==> src/rtl/flash_guard_pkg.sv <==
package flash_guard_pkg;

    localparam int NUM_MASTERS = 3;
    localparam int NUM_REGIONS = 5;
    localparam int NUM_FORBID  = 4;
    localparam int RID_W       = 16;
    localparam int OP_W        = 8;
    localparam int PERM_W      = 32;
    localparam int RD_LSB      = 16;
    localparam int WR_LSB      = 24;

    typedef enum logic [2:0] {
        REG_DESC  = 3'd0,
        REG_FW    = 3'd1,
        REG_MGMT  = 3'd2,
        REG_ETH   = 3'd3,
        REG_PDATA = 3'd4
    } region_e;

    typedef enum logic [1:0] {
        MST_HOST = 2'd0,
        MST_MGMT = 2'd1,
        MST_ETH  = 2'd2,
        MST_NONE = 2'd3
    } master_e;

    typedef enum logic [2:0] {
        DENY_NONE   = 3'd0,
        DENY_RID    = 3'd1,
        DENY_OPCODE = 3'd2,
        DENY_REGION = 3'd3,
        DENY_WP     = 3'd4
    } deny_e;

    typedef struct packed {
        logic    valid;
        logic    allow;
    } verdict_t;

    typedef struct packed {
        logic       flag;
        logic [1:0] master;
        deny_e      cause;
    } err_rec_t;

    function automatic region_e home_region(input logic [1:0] m);
        case (m)
            MST_HOST: return REG_FW;
            MST_MGMT: return REG_MGMT;
            default:  return REG_ETH;
        endcase
    endfunction

    function automatic logic [RID_W-1:0] expected_rid(input logic [1:0] m, input logic alt);
        if (m == MST_ETH) return alt ? 16'h0118 : 16'h0218;
        return '0;
    endfunction

endpackage

==> src/rtl/flash_region_map.sv <==
module flash_region_map
    import flash_guard_pkg::*;
#(
    parameter int N_REG = NUM_REGIONS,
    parameter int BLK_W = 13,
    localparam int IDX_W = $clog2(N_REG)
) (
    input  logic [BLK_W-1:0]            blk,
    input  logic [N_REG-1:0][BLK_W-1:0] base,
    input  logic [N_REG-1:0][BLK_W-1:0] limit,
    output logic                        hit,
    output logic [IDX_W-1:0]            idx
);
    logic [N_REG-1:0] in_rng;

    for (genvar r = 0; r < N_REG; r++) begin : g_rng
        assign in_rng[r] = (base[r] <= limit[r]) && (blk >= base[r]) && (blk <= limit[r]);
    end

    // Scan from the top so the lowest matching index is the one kept.
    always_comb begin
        hit = 1'b0;
        idx = '0;
        for (int r = N_REG - 1; r >= 0; r--) begin
            if (in_rng[r]) begin
                hit = 1'b1;
                idx = IDX_W'(r);
            end
        end
    end
endmodule

==> src/rtl/flash_rights.sv <==
module flash_rights
    import flash_guard_pkg::*;
#(
    parameter int N_REG = NUM_REGIONS,
    parameter int N_MST = NUM_MASTERS,
    localparam int IDX_W = $clog2(N_REG)
) (
    input  logic [1:0]                    master,
    input  logic [N_MST-1:0][PERM_W-1:0]  perm,
    input  logic                          hit,
    input  logic [IDX_W-1:0]              idx,
    input  logic                          write,
    output logic                          granted
);
    logic [PERM_W-1:0] word;
    logic              bit_ok;
    logic              own_ok;

    always_comb begin
        word = '0;
        for (int m = 0; m < N_MST; m++) begin
            if (master == 2'(m)) word = perm[m];
        end
        bit_ok = 1'b0;
        for (int r = 0; r < N_REG; r++) begin
            if (idx == IDX_W'(r)) bit_ok = write ? word[WR_LSB + r] : word[RD_LSB + r];
        end
    end

    assign own_ok  = (master != MST_NONE) && (idx == IDX_W'(home_region(master)));
    assign granted = hit && (bit_ok || own_ok);
endmodule

==> src/rtl/flash_op_filter.sv <==
module flash_op_filter
    import flash_guard_pkg::*;
#(
    parameter int N_FORBID = NUM_FORBID
) (
    input  logic [1:0]                     master,
    input  logic [RID_W-1:0]               rid,
    input  logic                           rid_alt,
    input  logic [OP_W-1:0]                opcode,
    input  logic [N_FORBID-1:0][OP_W-1:0]  forbid,
    output logic                           rid_ok,
    output logic                           op_ok
);
    logic [N_FORBID-1:0] match;

    for (genvar k = 0; k < N_FORBID; k++) begin : g_op
        assign match[k] = (forbid[k] != '0) && (forbid[k] == opcode);
    end

    assign rid_ok = (master != MST_NONE) && (rid == expected_rid(master, rid_alt));
    assign op_ok  = ~|match;
endmodule

==> src/rtl/flash_guard.sv <==
module flash_guard
    import flash_guard_pkg::*;
#(
    parameter int ADDR_W    = 25,
    parameter int BLK_SHIFT = 12,
    parameter int N_REG     = NUM_REGIONS,
    parameter int N_MST     = NUM_MASTERS,
    parameter int N_FORBID  = NUM_FORBID,
    localparam int BLK_W    = ADDR_W - BLK_SHIFT,
    localparam int IDX_W    = $clog2(N_REG)
) (
    input  logic                            clk,
    input  logic                            rst,
    input  logic                            req_valid,
    input  logic [1:0]                      req_master,
    input  logic [RID_W-1:0]                req_rid,
    input  logic [ADDR_W-1:0]               req_addr,
    input  logic                            req_write,
    input  logic [OP_W-1:0]                 req_opcode,
    input  logic [N_REG-1:0][BLK_W-1:0]     region_base,
    input  logic [N_REG-1:0][BLK_W-1:0]     region_limit,
    input  logic [N_MST-1:0][PERM_W-1:0]    master_perm,
    input  logic [N_FORBID-1:0][OP_W-1:0]   forbid_ops,
    input  logic                            eth_rid_alt,
    input  logic                            bios_wp,
    input  logic                            global_wp,
    input  logic                            err_clr,
    output logic                            resp_valid,
    output logic                            resp_allow,
    output logic                            err_flag,
    output logic [1:0]                      err_master,
    output logic [2:0]                      err_cause
);
    logic             hit, granted, rid_ok, op_ok, wp_block;
    logic [IDX_W-1:0] idx;
    deny_e            cause;
    verdict_t         vq;
    err_rec_t         eq;

    flash_region_map #(.N_REG(N_REG), .BLK_W(BLK_W)) u_map (
        .blk   (req_addr[ADDR_W-1:BLK_SHIFT]),
        .base  (region_base),
        .limit (region_limit),
        .hit   (hit),
        .idx   (idx)
    );

    flash_rights #(.N_REG(N_REG), .N_MST(N_MST)) u_rights (
        .master  (req_master),
        .perm    (master_perm),
        .hit     (hit),
        .idx     (idx),
        .write   (req_write),
        .granted (granted)
    );

    flash_op_filter #(.N_FORBID(N_FORBID)) u_filt (
        .master  (req_master),
        .rid     (req_rid),
        .rid_alt (eth_rid_alt),
        .opcode  (req_opcode),
        .forbid  (forbid_ops),
        .rid_ok  (rid_ok),
        .op_ok   (op_ok)
    );

    assign wp_block = req_write && (bios_wp || global_wp);

    always_comb begin
        if (!rid_ok)       cause = DENY_RID;
        else if (!op_ok)   cause = DENY_OPCODE;
        else if (!granted) cause = DENY_REGION;
        else if (wp_block) cause = DENY_WP;
        else               cause = DENY_NONE;
    end

    always_ff @(posedge clk) begin
        if (rst) begin
            vq <= '0;
            eq <= '{flag: 1'b0, master: 2'd0, cause: DENY_NONE};
        end else begin
            vq.valid <= req_valid;
            vq.allow <= req_valid && (cause == DENY_NONE);
            if (req_valid && (cause != DENY_NONE) && (!eq.flag || err_clr)) begin
                eq.flag   <= 1'b1;
                eq.master <= req_master;
                eq.cause  <= cause;
            end else if (err_clr) begin
                eq <= '{flag: 1'b0, master: 2'd0, cause: DENY_NONE};
            end
        end
    end

    assign resp_valid = vq.valid;
    assign resp_allow = vq.allow;
    assign err_flag   = eq.flag;
    assign err_master = eq.master;
    assign err_cause  = eq.cause;
endmodule

==> config.mk <==
export PLATFORM = sky130hd
export DESIGN_NAME = flash_guard
export DESIGN_NICKNAME = d
export VERILOG_FILES = /design/src/rtl/flash_guard_pkg.sv /design/src/rtl/flash_region_map.sv /design/src/rtl/flash_rights.sv /design/src/rtl/flash_op_filter.sv /design/src/rtl/flash_guard.sv
export SDC_FILE = /design/constraint.sdc
export NUM_CORES = 1
export LEC_CHECK = 0
export BUFFER_PORTS_ARGS = -buffer_cell sky130_fd_sc_hd__buf_2
export CORE_AREA = 2 2 156 158
export DETAILED_ROUTE_END_ITERATION = 10
export DIE_AREA = 0 0 158 160
export GPL_TIMING_DRIVEN = 0
export PLACE_DENSITY = 0.54
export SLEW_MARGIN = 30
export SYNTH_ARGS = -nofsm -noshare
export SYNTH_HDL_FRONTEND = slang
export SYNTH_SLANG_ARGS = --single-unit
==> constraint.sdc <==
create_clock -name clk -period 3.7 [get_ports clk]
set_input_delay 0 -clock clk [delete_from_list [all_inputs] [get_ports clk]]
set_output_delay 0 -clock clk [all_outputs]
set_load 0.03 [all_outputs]
After elaboration in Yosys (flattened, before gate mapping)
Index checks and enable logic that the tools add are counted.

word-level totals
  register bits = 8
  word-level logic and storage cells = 102

cells by class
  order comparisons = 15
  equality and inequality tests = 13
  muxes and demuxes = 34
  reductions and logical operators = 35

operator list
  kind                                                 count
  <= comparator 13 bit                                 10
  2-to-1 mux 29 bit                                    3
  >= comparator 13 bit                                 5
  equality test 8 bit                                  4
  2-to-1 mux 16 bit                                    2
  nonzero test 8 bit                                   4
  2-to-1 mux 3 bit                                     9
  logical AND 1 bit                                    21
  equality test 16 bit                                 1
  2-to-1 mux 1 bit                                     16
  2-to-1 mux 6 bit                                     2
  2-to-1 mux 10 bit                                    1
  equality test 3 x 2 -> 1 bit, second input constant  2
  zero test 3 bit                                      2
  case mux 2 bit (2 select lines)                      1
  OR reduction 4 bit                                   1
  equality test 3 x 1 -> 1 bit, second input constant  1
  equality test 3 x 2 -> 1 bit                         1
  equality test 3 bit, second input constant           1
  logical OR 1 bit                                     3
  nonzero test 3 bit                                   1
  equality test 2 x 1 -> 1 bit, second input constant  1
  equality test 2 bit, second input constant           1
  zero test 2 bit                                      1
  other kinds (3)                                      3

Depth between registers and ports, before layout
Gate-level depths: netlist (run 1).

  depth after elaboration = 23
  mapped depth = 13
  depth with buffers taken out = 13

Hierarchy
From an unflattened synthesis (run 1), not the netlist that was laid out.

unflattened totals
  cells, all modules = 762
  area, all modules = 5913.2 µm²

modules (own cells, without submodules)
  module            times used  cells an instance  area each (µm²)  seq. area each (µm²)
  flash_region_map  1           609                4670.7           0.0
  flash_op_filter   1           64                 493.0            0.0
  flash_rights      1           54                 394.1            0.0
  flash_guard       1           35                 355.3            160.2

Worst setup path before layout (run 1)
Ideal clock, no wire load.

  kind = input port to flip-flop
  from = input port req_addr[12]
  to = register eq (netlist bit err_master[0])
  library setup time = 0.118 ns
  arrival = 2.365 ns
  setup slack = 1.217 ns
  stages on the path = 13
  path through = inv_1 > ha_1 > nand2b_1 > a31oi_1 > o21ai_1 > a221o_1 > a21oi_2 > a2bb2oi_2 > nor4b_2 > nor4_1 > and3_4 > nand3b_4 > mux2i_1

between the ends
  cells in the longest elaborated chain, start to end = 23
  elaborated cells on any way between the ends = 52
  those cells by class = order compare: 10; eq/ne: 5; mux: 19; reduce/logical: 18

RTL lines
  item                                                    RTL line                source
  start, declared                                         flash_guard.sv:17       input logic [ADDR_W-1:0] req_addr,
  >= comparator 13 bit                                    flash_region_map.sv:17  assign in_rng[r] = (base[r] <= limit[r]) && (blk >= base[r]) && (blk <= limit[r]);
  logical AND 1 bit (2 in a row)                          flash_region_map.sv:17
  2-to-1 mux 3 bit (5 in a row)                           flash_region_map.sv:25  if (in_rng[r]) begin
  zero test 3 bit                                         flash_rights.sv:26      if (idx == IDX_W'(r)) bit_ok = write ? word[WR_LSB + r] : word[RD_LSB + r];
  2-to-1 mux 1 bit (5 in a row)                           flash_rights.sv:26
  logical OR 1 bit                                        flash_rights.sv:31      assign granted = hit && (bit_ok || own_ok);
  logical AND 1 bit *                                     flash_rights.sv:31
  2-to-1 mux 3 bit *                                      flash_guard.sv:72       else if (!granted) cause = DENY_REGION;
  2-to-1 mux 3 bit *                                      flash_guard.sv:71       else if (!op_ok) cause = DENY_OPCODE;
  2-to-1 mux 3 bit *                                      flash_guard.sv:70       if (!rid_ok) cause = DENY_RID;
  nonzero test 3 bit *                                    flash_guard.sv:84       if (req_valid && (cause != DENY_NONE) && (!eq.flag || err_clr)) begin
  logical AND 1 bit * (2 in a row)                        flash_guard.sv:84
  2-to-1 mux 6 bit or nonzero test 2 bit (tied branches)  -
  end signal, assigned                                    flash_guard.sv:80       eq <= '{flag: 1'b0, master: 2'd0, cause: DENY_NONE};
  end signal, assigned                                    flash_guard.sv:89       eq <= '{flag: 1'b0, master: 2'd0, cause: DENY_NONE};
  end, declared                                           flash_guard.sv:38       err_rec_t eq;

Mark *: on every way between the ends. The rest lies on a longest branch, timed or not.
A chain may end at the register's enable or synchronous reset.

Worst setup path in the final report (run 1)
  from = input port req_addr[12]
  to = register eq (netlist bit err_cause[1])

between the ends
  cells in the longest elaborated chain, start to end = 23
  elaborated cells on any way between the ends = 52
  those cells by class = order compare: 10; eq/ne: 5; mux: 19; reduce/logical: 18

RTL lines
  item                                                    RTL line
  >= comparator 13 bit                                    flash_region_map.sv:17
  logical AND 1 bit (2 in a row)                          flash_region_map.sv:17
  2-to-1 mux 3 bit (5 in a row)                           flash_region_map.sv:25
  zero test 3 bit                                         flash_rights.sv:26
  2-to-1 mux 1 bit (5 in a row)                           flash_rights.sv:26
  logical OR 1 bit                                        flash_rights.sv:31
  logical AND 1 bit *                                     flash_rights.sv:31
  2-to-1 mux 3 bit *                                      flash_guard.sv:72
  2-to-1 mux 3 bit *                                      flash_guard.sv:71
  2-to-1 mux 3 bit *                                      flash_guard.sv:70
  nonzero test 3 bit                                      flash_guard.sv:84
  logical AND 1 bit (2 in a row)                          flash_guard.sv:84
  2-to-1 mux 6 bit or nonzero test 2 bit (tied branches)  -

Marks and branches as above.

==> metrics.yaml, run 1 <==
setup_path:
  crit_fanout: 10
  slowest_delay_ns: 0.46
  reg2reg_slack_ns: 2.70
  crit_type: "input port to flop"
  r2r_cells: 5
  reg2reg_from: "err_flag"
  cp_slowest_cell: "nor4b_2"
  startpoint_type: "input port"
  worst_path_dominant_cell_family: "compound AO/OA/AOI/OAI gates"
  required_ns: 3.81
  crit_chain: "buf_2, inv_1, ha_1, nand2b_1, a31oi_1, o21ai_1, a221o_1, a21oi_2, a2bb2oi_2, nor4b_2, nor4_1, and3_4, o21ai_2, o32ai_1"
  crit_arrival_ns: 3.26
  reg2reg_to: "err_cause[0]"
  critPathBufInv: 2
  cp-end-kind: "flop"
sta:
  skew_ns: 0.000368
  slew_headroom: 0.559
  min_period_ns: 3.15
  tns_ns: 0
  maxSlewViolCount: 0
  hold_viol: 0
  finalCritPeriodShare: 0.852
  rsz0062_at_grt: "no"
  fmax_mhz: 317
  setup_violations: 0
  worstMarginPinSlew_ns: 0.662
clocking:
  post_cts.repair.setup_buffers: 0
  clock_latency_ns: 0.23
  clk_path_buf_depth: 2
  post_cts_resized: 0
  cts_hold_buf: 0
  htreeDepth: 1
  cts_tree: "done"
  clkSlewWorstSetupHoldPaths_ns: 0.04
  cts_made_buffers: 3
  ctsRootBufferMaster: "clkbuf_16"
  clock_sinks: 8
layout:
  drive_gt1_frac: 0.264
  layout.cells.non_filler: 1344
  synthToLayoutAreaGrowth_pct: 29.1
  layout.nets: 1530
power:
  p_leak_nw: 4.20
  peakVddDrop_mv: 0.0932
  intPower_mw: 0.593
  combPwrFrac: 0.747
  power_density_nw_per_um2: 143
  power_frac_clock: 0.168
  switchingPower_mw: 0.482
  finalPower_mw: 1.08
  seq_power_share: 0.085
  swShare: 0.448
synth:
  synth_edf_count: 0
  synth_area_um2: 5840
  ys_seq_area_frac: 0.0274
  yosysMostFrequentCell: "ha_1"
  ys_top_cells_by_count: "195 x ha_1, 140 x inv_1, 67 x a21oi_1"
  syn_avg_cell_area_um2: 7.56
  ys_ff_latch: 8
  syn_nets: 1284
  synth_largest_area_cell: "ha_1"
  synthFlopType: "dfxtp_1"
  ys_types: 61
  netlist_instances: 772
  yosysTopAreaCellShare: 0.418
  ys_top_cells_by_area: "ha_1 42%, inv_1 9.0%, a21oi_1 5.7%, nand4_1 3.3%, xnor2_1 3.0%"
  async_flop_share: 0
  yosysWarnings: 0
detailed_routing:
  first_iter_violations: 252
  totalWireLength_mm: 21.2
  vias: 6387
  route.detailed.drc: 0
  wire_per_inst_um: 15.8
  dr.pass1.iters: 6
  viasPerCell: 4.75
  drtAntennaViolNets: 0
global_routing:
  grt_pass1_wl_mm: 32.3
  grt_max_degree: 11
  grt_antenna_before_repair: 5
  gr-total-overflow: 0
  grt_util_all_layers: 0.162
  grt_pass1_vias: 6237
die:
  io_pins: 325
  rows: 57
  start_util: 0.245
  die_h_um: 160
  fp.dieArea_um2: 25300
  core_area_um2: 23800
  die_w_um: 158
min_path:
  min_path_type: "input port to flop"
  min_to: "err_flag"
  min_from: "rst"
  hold_path_depth: 2
place:
  io_buffers: 241
  gp_congestion: 0.829
  placed_cells: 1337
  dp_hpwl_mm: 18.7
outcome:
  status: "finished, final reports clean"
run:
  cap_violations: 0
-- power by group through the flow --
stage | combinational [mW] | sequential, mW | clock (mW)
global route | 0.923 | 0.0921 | 0.188
finish | 0.803 | 0.0916 | 0.180
global placement | 0.793 | 0.0928 | 0
detailed placement | 0.808 | 0.0929 | 0
CTS | 0.812 | 0.0916 | 0.182
floorplan | 0.473 | 0.0992 | 0
-- cells in the final DEF (no fill, tap or decap), types with 8 or more instances in the layout --
cell type    n
o21ai_0     32
dfxtp_1      8
nand2b_1    16
nand3_1     26
xor2_1       8
nor3_1      11
nand4_1     31
a21o_1      18
buf_2      241
nor4_1      15
a21oi_1     67
inv_1      140
nand2_1     40
nor2_1      20
ha_1       195
xnor2_1     20
and3_1       9
-- sequential cells by signal, indices dropped and copies added (netlist names) --
signal	cells
err_master	2
err_cause	3
resp_valid	1
resp_allow	1
err_flag	1
-- kinds of logic after synthesis --
family / share of synthesized area
and+or+nand+nor: 0.187
adders and majority gates: 0.418
AOI/OAI and AO/OA: 0.205
xor gates and xnor gates: 0.0420
DFF: 0.0274
buffers and inverters: 0.0945
muxes: 0.0261
-- area by class of cell --
type | instances | area (µm²)
multi-input cells | 617 | 5130
diodes | 4 | 10.0
well taps | 324 | 405
inverters | 140 | 526
plain buffers | 7 | 26.3
flip-flops and latches | 8 | 160
fillers | 2658 | 16300
repair buffers | 241 | 1210
clock buffers | 3 | 75.1
-- layer usage --
metal  vias up  part of all wire  global-route usage
met5         -            0.0018                   0
met4         6            0.0056              0.0115
met3        12             0.061              0.0195
met2       218              0.48               0.299
met1      2821              0.45               0.210
li1       3330                 -                   -
-- worst max path at each step --
stage / startpoint / to / slack [ns] / cells past startpoint
global route: req_addr[12] / err_cause[1] / 0.24 / 14
floorplan: req_addr[12] / err_master[0] / 1.22 / 13
global placement: req_addr[12] / err_master[1] / 0.08 / 14
CTS: req_addr[12] / err_cause[1] / 0.41 / 14
detailed placement: req_addr[12] / err_cause[1] / 0.18 / 14
finish: req_addr[12] / err_cause[1] / 0.55 / 14
-- metrics by stage --
stage / util / setup slack (ns) / area, µm² / hold WS [ns]
2_1_floorplan: - / 1.22 / 5840 / 0.0691
5_1_grt: 0.316 / 0.237 / 7530 / 0.0493
3_5_place_dp: 0.313 / 0.181 / 7450 / 0.249
6_report: 0.317 / 0.547 / 7540 / 0.0283
4_1_cts: 0.316 / 0.413 / 7530 / 0.0343
3_3_place_gp: 0.313 / 0.0818 / 7450 / 0.254
No activity file was read; power rests on OpenSTA's default activity.
==> run 2, diff against run 1 <==
CAP_MARGIN = 20   (was not set)
CORE_AREA = 2 2 155 119   (was 2 2 156 158)
DIE_AREA = 0 0 157 121   (was 0 0 158 160)
PLACE_DENSITY = 0.67   (was 0.54)
==> metrics.yaml, run 2 (synthesis results as in run 1) <==
sta:
  rsz0062_at_grt: "no"
  maxSlewViolCount: 0
  hold_viol: 0
  fin_hold_ws_ns: 0.0162
  tns_ns: 0
  fin_ws_ns: 0.580
  min_period_ns: 3.12
  slew_headroom: 0.432
  worstMarginPinSlew_ns: 0.847
  setup_violations: 0
  finalCritPeriodShare: 0.843
  skew_ns: 0.00691
  fmax_mhz: 321
detailed_routing:
  wire_per_inst_um: 15.3
  viasPerCell: 5.07
  route.detailed.drc: 0
  first_iter_violations: 270
  dr.pass1.iters: 5
  vias: 6392
  totalWireLength_mm: 19.2
  drtAntennaViolNets: 0
setup_path:
  startpoint_type: "input port"
  cp-end-kind: "flop"
  crit_chain: "buf_2, ha_1, a21oi_1, nand2_1, a221oi_1, a22oi_1, a211oi_1, a21oi_1, o21a_1, o221ai_1, and3_4, nand3b_4, mux2i_1"
  cp_slowest_cell: "a211oi_1"
  slowest_delay_ns: 0.73
  required_ns: 3.86
  cp_common_cell: "a21oi_1"
  crit_type: "input port to flop"
  crit_arrival_ns: 3.28
  crit_fanout: 10
  reg2reg_slack_ns: 2.72
run:
  cap_violations: 0
die:
  core_area_um2: 17400
  start_util: 0.336
  die_w_um: 157
  io_pins: 325
  die_h_um: 121
  rows: 42
  fp.dieArea_um2: 19000
layout:
  synthToLayoutAreaGrowth_pct: 27.2
  mostFrequentLayoutCell: "buf_2"
  multi_input_area_um2: 5130
  layout.cells.non_filler: 1260
  seqCellArea_um2: 160
  largest_reg_flops: 3
  drive_gt1_frac: 0.263
  layout.nets: 1530
  fill_cells: 1821
  final_cell_mix: "241 x buf_2, 195 x ha_1, 140 x inv_1, 67 x a21oi_1, 40 x nand2_1"
global_routing:
  grt_util_all_layers: 0.196
  grt_max_degree: 11
  gr-total-overflow: 0
  grt_pass1_vias: 6016
  grt_antenna_before_repair: 3
  grt_pass1_wl_mm: 29.9
clocking:
  cts_made_buffers: 3
  htreeDepth: 1
  ctsRootBufferMaster: "clkbuf_16"
  clock_sinks: 8
  clk_path_buf_depth: 2
  clkSlewWorstSetupHoldPaths_ns: 0.04
  cts_tree: "done"
  cts_hold_buf: 0
  post_cts.repair.setup_buffers: 0
  clock_latency_ns: 0.23
  post_cts_resized: 0
min_path:
  min_path_type: "input port to flop"
power:
  peakVddDrop_mv: 0.143
  power_density_nw_per_um2: 144
  finalPower_mw: 1.07
  p_leak_nw: 4.20
place:
  io_buffers: 241
  placed_cells: 1255
  dp_hpwl_mm: 17.0
  gp_congestion: 0.874
  preCtsSetupSlack_ns: 0.359
outcome:
  status: "finished, final reports clean"
==> run 2: cell types whose count changed in the layout (fill, tap and decap cells not counted) <==
cell and change:
a211oi_1 +1, diode_2 -2, a211oi_2 -1
==> run 2: final cells by class <==
class | count | area share
Antenna cell | 2 | 0.000674
Buffer | 7 | 0.00354
Clock buffer | 3 | 0.0101
Inverter | 140 | 0.0708
Multi-Input combinational cell | 617 | 0.690
Sequential cell | 8 | 0.0216
Tap cell | 242 | 0.0408
Timing Repair Buffer | 241 | 0.162
==> run 2: routing by layer <==
layer,global-route usage,up-vias,part of all wire
met3,0.0150,12,0.053
met5,0,-,0
met1,0.297,2878,0.51
met4,0.0178,0,0.0077
li1,-,3332,-
met2,0.313,170,0.42
==> run 2: path summary, 6_finish.rpt <==
kind	startpoint	to	cells after the start
setup reg to reg	err_flag	err_cause[0]	5
hold / removal	rst	err_flag	2
hold reg to reg	err_cause[1]	err_cause[1]	2
setup / recovery	req_addr[23]	err_master[1]	13
==> run 2: critical path, delay by kind of cell <==
family	cells	cell delay, ns
AO/OA/AOI/OAI	7	1.94
adder cells (fa/ha/maj)	1	0.33
buffers and inverters	1	0.34
multiplexers	1	0.18
AND/OR/NAND/NOR	3	0.47
==> run 2: per-stage QoR <==
step / instance area, µm² / utilization
6_report: 7430 / 0.427
5_1_grt: 7430 / 0.427
4_1_cts: 7420 / 0.427
3_5_place_dp: 7350 / 0.422
3_3_place_gp: 7350 / 0.422
2_1_floorplan: 5840 / -
==> run 2: report_power, final <==
part	internal, mW	total [mW]	leakage [nW]	switching (mW)
clock network	0.140	0.184	0.0370	0.0443
logic	0.364	0.795	4.10	0.431
registers	0.0900	0.0913	0.0656	0.00137
total	0.594	1.07	4.20	0.477
==> run 3, diff against run 2 <==
clock period = 3 ns   (was 3.7 ns; I/O delays follow)
==> metrics.yaml, run 3 (synthesis results as in run 1) <==
outcome:
  status: "finished, final reports clean"
sta:
  rsz0062_at_grt: "no"
  maxSlewViolCount: 0
  worstMarginPinSlew_ns: 0.543
  finalCritPeriodShare: 0.937
  hold_viol: 0
  skew_ns: 0.00723
  setup_violations: 0
  min_period_ns: 2.81
  fmax_mhz: 356
  slew_headroom: 0.638
power:
  combPwrFrac: 0.746
  power_density_nw_per_um2: 179
  swShare: 0.446
  peakVddDrop_mv: 0.176
  switchingPower_mw: 0.597
  intPower_mw: 0.742
  seq_power_share: 0.084
  power_frac_clock: 0.169
  p_leak_nw: 4.23
global_routing:
  use_met1: 0.297
  grt_use_met2: 0.313
  busiest_layer: "met2"
  grt_util_all_layers: 0.196
  grtUsageMet3: 0.0150
  grt_pass1_wl_mm: 29.9
  grt_pass1_vias: 6018
  grt_antenna_before_repair: 3
  grt_max_degree: 11
  gr-total-overflow: 0
clocking:
  cts_made_buffers: 3
  clock_sinks: 8
  htreeDepth: 1
  clkSlewWorstSetupHoldPaths_ns: 0.04
  clock_latency_ns: 0.23
  ctsRootBufferMaster: "clkbuf_16"
  cts_tree: "done"
  clk_path_buf_depth: 2
die:
  die_w_um: 157
  start_util: 0.336
  rows: 42
  io_pins: 325
  core_area_um2: 17400
  fp.dieArea_um2: 19000
  die_h_um: 121
detailed_routing:
  dr.pass1.iters: 5
  route.detailed.drc: 0
  totalWireLength_mm: 19.4
  drtAntennaViolNets: 0
  viasPerCell: 5.09
  wire_per_inst_um: 15.4
  vias: 6437
  first_iter_violations: 288
setup_path:
  required_ns: 3.16
  reg2reg_from: "err_flag"
  cp-end-kind: "flop"
  reg2reg_slack_ns: 2.03
  crit_type: "input port to flop"
  crit_fanout: 10
  r2r_cells: 5
  startpoint_type: "input port"
  crit_arrival_ns: 2.97
  reg2reg_to: "err_cause[0]"
layout:
  final_cell_area_um2: 7500
  synthToLayoutAreaGrowth_pct: 28.4
  layout.cells.non_filler: 1265
  multi_input_area_um2: 5160
  mostFrequentLayoutCell: "buf_2"
  drive_gt1_frac: 0.270
  fill_cells: 1815
  seqCellArea_um2: 160
  final_cell_mix: "241 x buf_2, 195 x ha_1, 139 x inv_1, 66 x a21oi_1, 40 x nand2_1"
  largest_reg_flops: 3
  layout.nets: 1535
place:
  placed_area_um2: 7350
  gp_congestion: 0.874
  dp_hpwl_mm: 17.0
  io_buffers: 241
  placed_cells: 1255
run:
  cap_violations: 0
min_path:
  min_to: "err_flag"
  min_path_type: "input port to flop"
  min_from: "rst"
  hold_path_depth: 2
[run 3: critical path, stage by stage]
cell      delay, ns
buf_2          0.33
ha_1           0.33
a21oi_1        0.15
nand2_1        0.07
a221oi_1       0.37
a22oi_1        0.21
a211oi_4       0.42
a21oi_1        0.11
o21a_1         0.13
o221ai_1       0.26
and3_4         0.26
nand3b_4       0.14
mux2i_1        0.18
[run 3: what timing repair did]
item / in CTS / in global routing
gates cloned: 0 / 1
endpoints found under the setup margin: 6 / 5
pin swaps: 0 / 0
hold buffers: 0 / 0
setup buffers: 0 / 4
resized for setup: 3 / 3
[run 3: cell type report]
type | count | share of cell area
Clock buffer | 3 | 0.0100
Timing Repair Buffer | 245 | 0.165
Multi-Input combinational cell | 617 | 0.688
Buffer | 7 | 0.00350
Inverter | 140 | 0.0706
Antenna cell | 2 | 0.000668
Timing Repair inverter | 1 | 0.000668
Sequential cell | 8 | 0.0214
Tap cell | 242 | 0.0404
[run 3: how the worst max path moves through the flow]
| stage | from | to | slack [ns] | cells after the start |
|---|---|---|---|---|
| after detailed placement | req_addr[20] | err_master[1] | -0.34 | 13 |
| after floorplan | req_addr[12] | err_master[0] | 0.52 | 13 |
| after global placement | req_addr[20] | err_master[1] | -0.31 | 13 |
| final | req_addr[23] | err_master[1] | 0.19 | 13 |
| after global routing | req_addr[20] | err_master[1] | 0.02 | 13 |
| after CTS | req_addr[12] | err_cause[1] | 0.05 | 14 |
[run 3: stage by stage]
stage               utilization  total power, mW  hold slack, ns  setup TNS [ns]  setup slack, ns
finish                    0.431             1.34          0.0162               0            0.189
floorplan                     -            0.706          0.0691               0            0.517
global route              0.431             1.49          0.0338               0           0.0200
CTS                       0.428             1.32          0.0131               0           0.0454
detailed placement        0.422             1.09           0.249           -1.94           -0.341
global placement          0.422             1.07           0.249           -1.85           -0.312
[run 3: power groups by stage]
stage	Combinational, mW	Sequential [mW]	Clock (mW)
finish	1.00	0.113	0.227
CTS	0.984	0.113	0.227
floorplan	0.583	0.122	0
global placement	0.952	0.114	0
global route	1.14	0.113	0.235
detailed placement	0.976	0.114	0
[run 3: layer usage]
layer  up-vias  wire length [µm]  part of all wire
met5         -                 0                 0
met1      2915             10100              0.52
li1       3343                 -                 -
met3        14               951             0.049
met4         0               168            0.0086
met2       165              8240              0.42
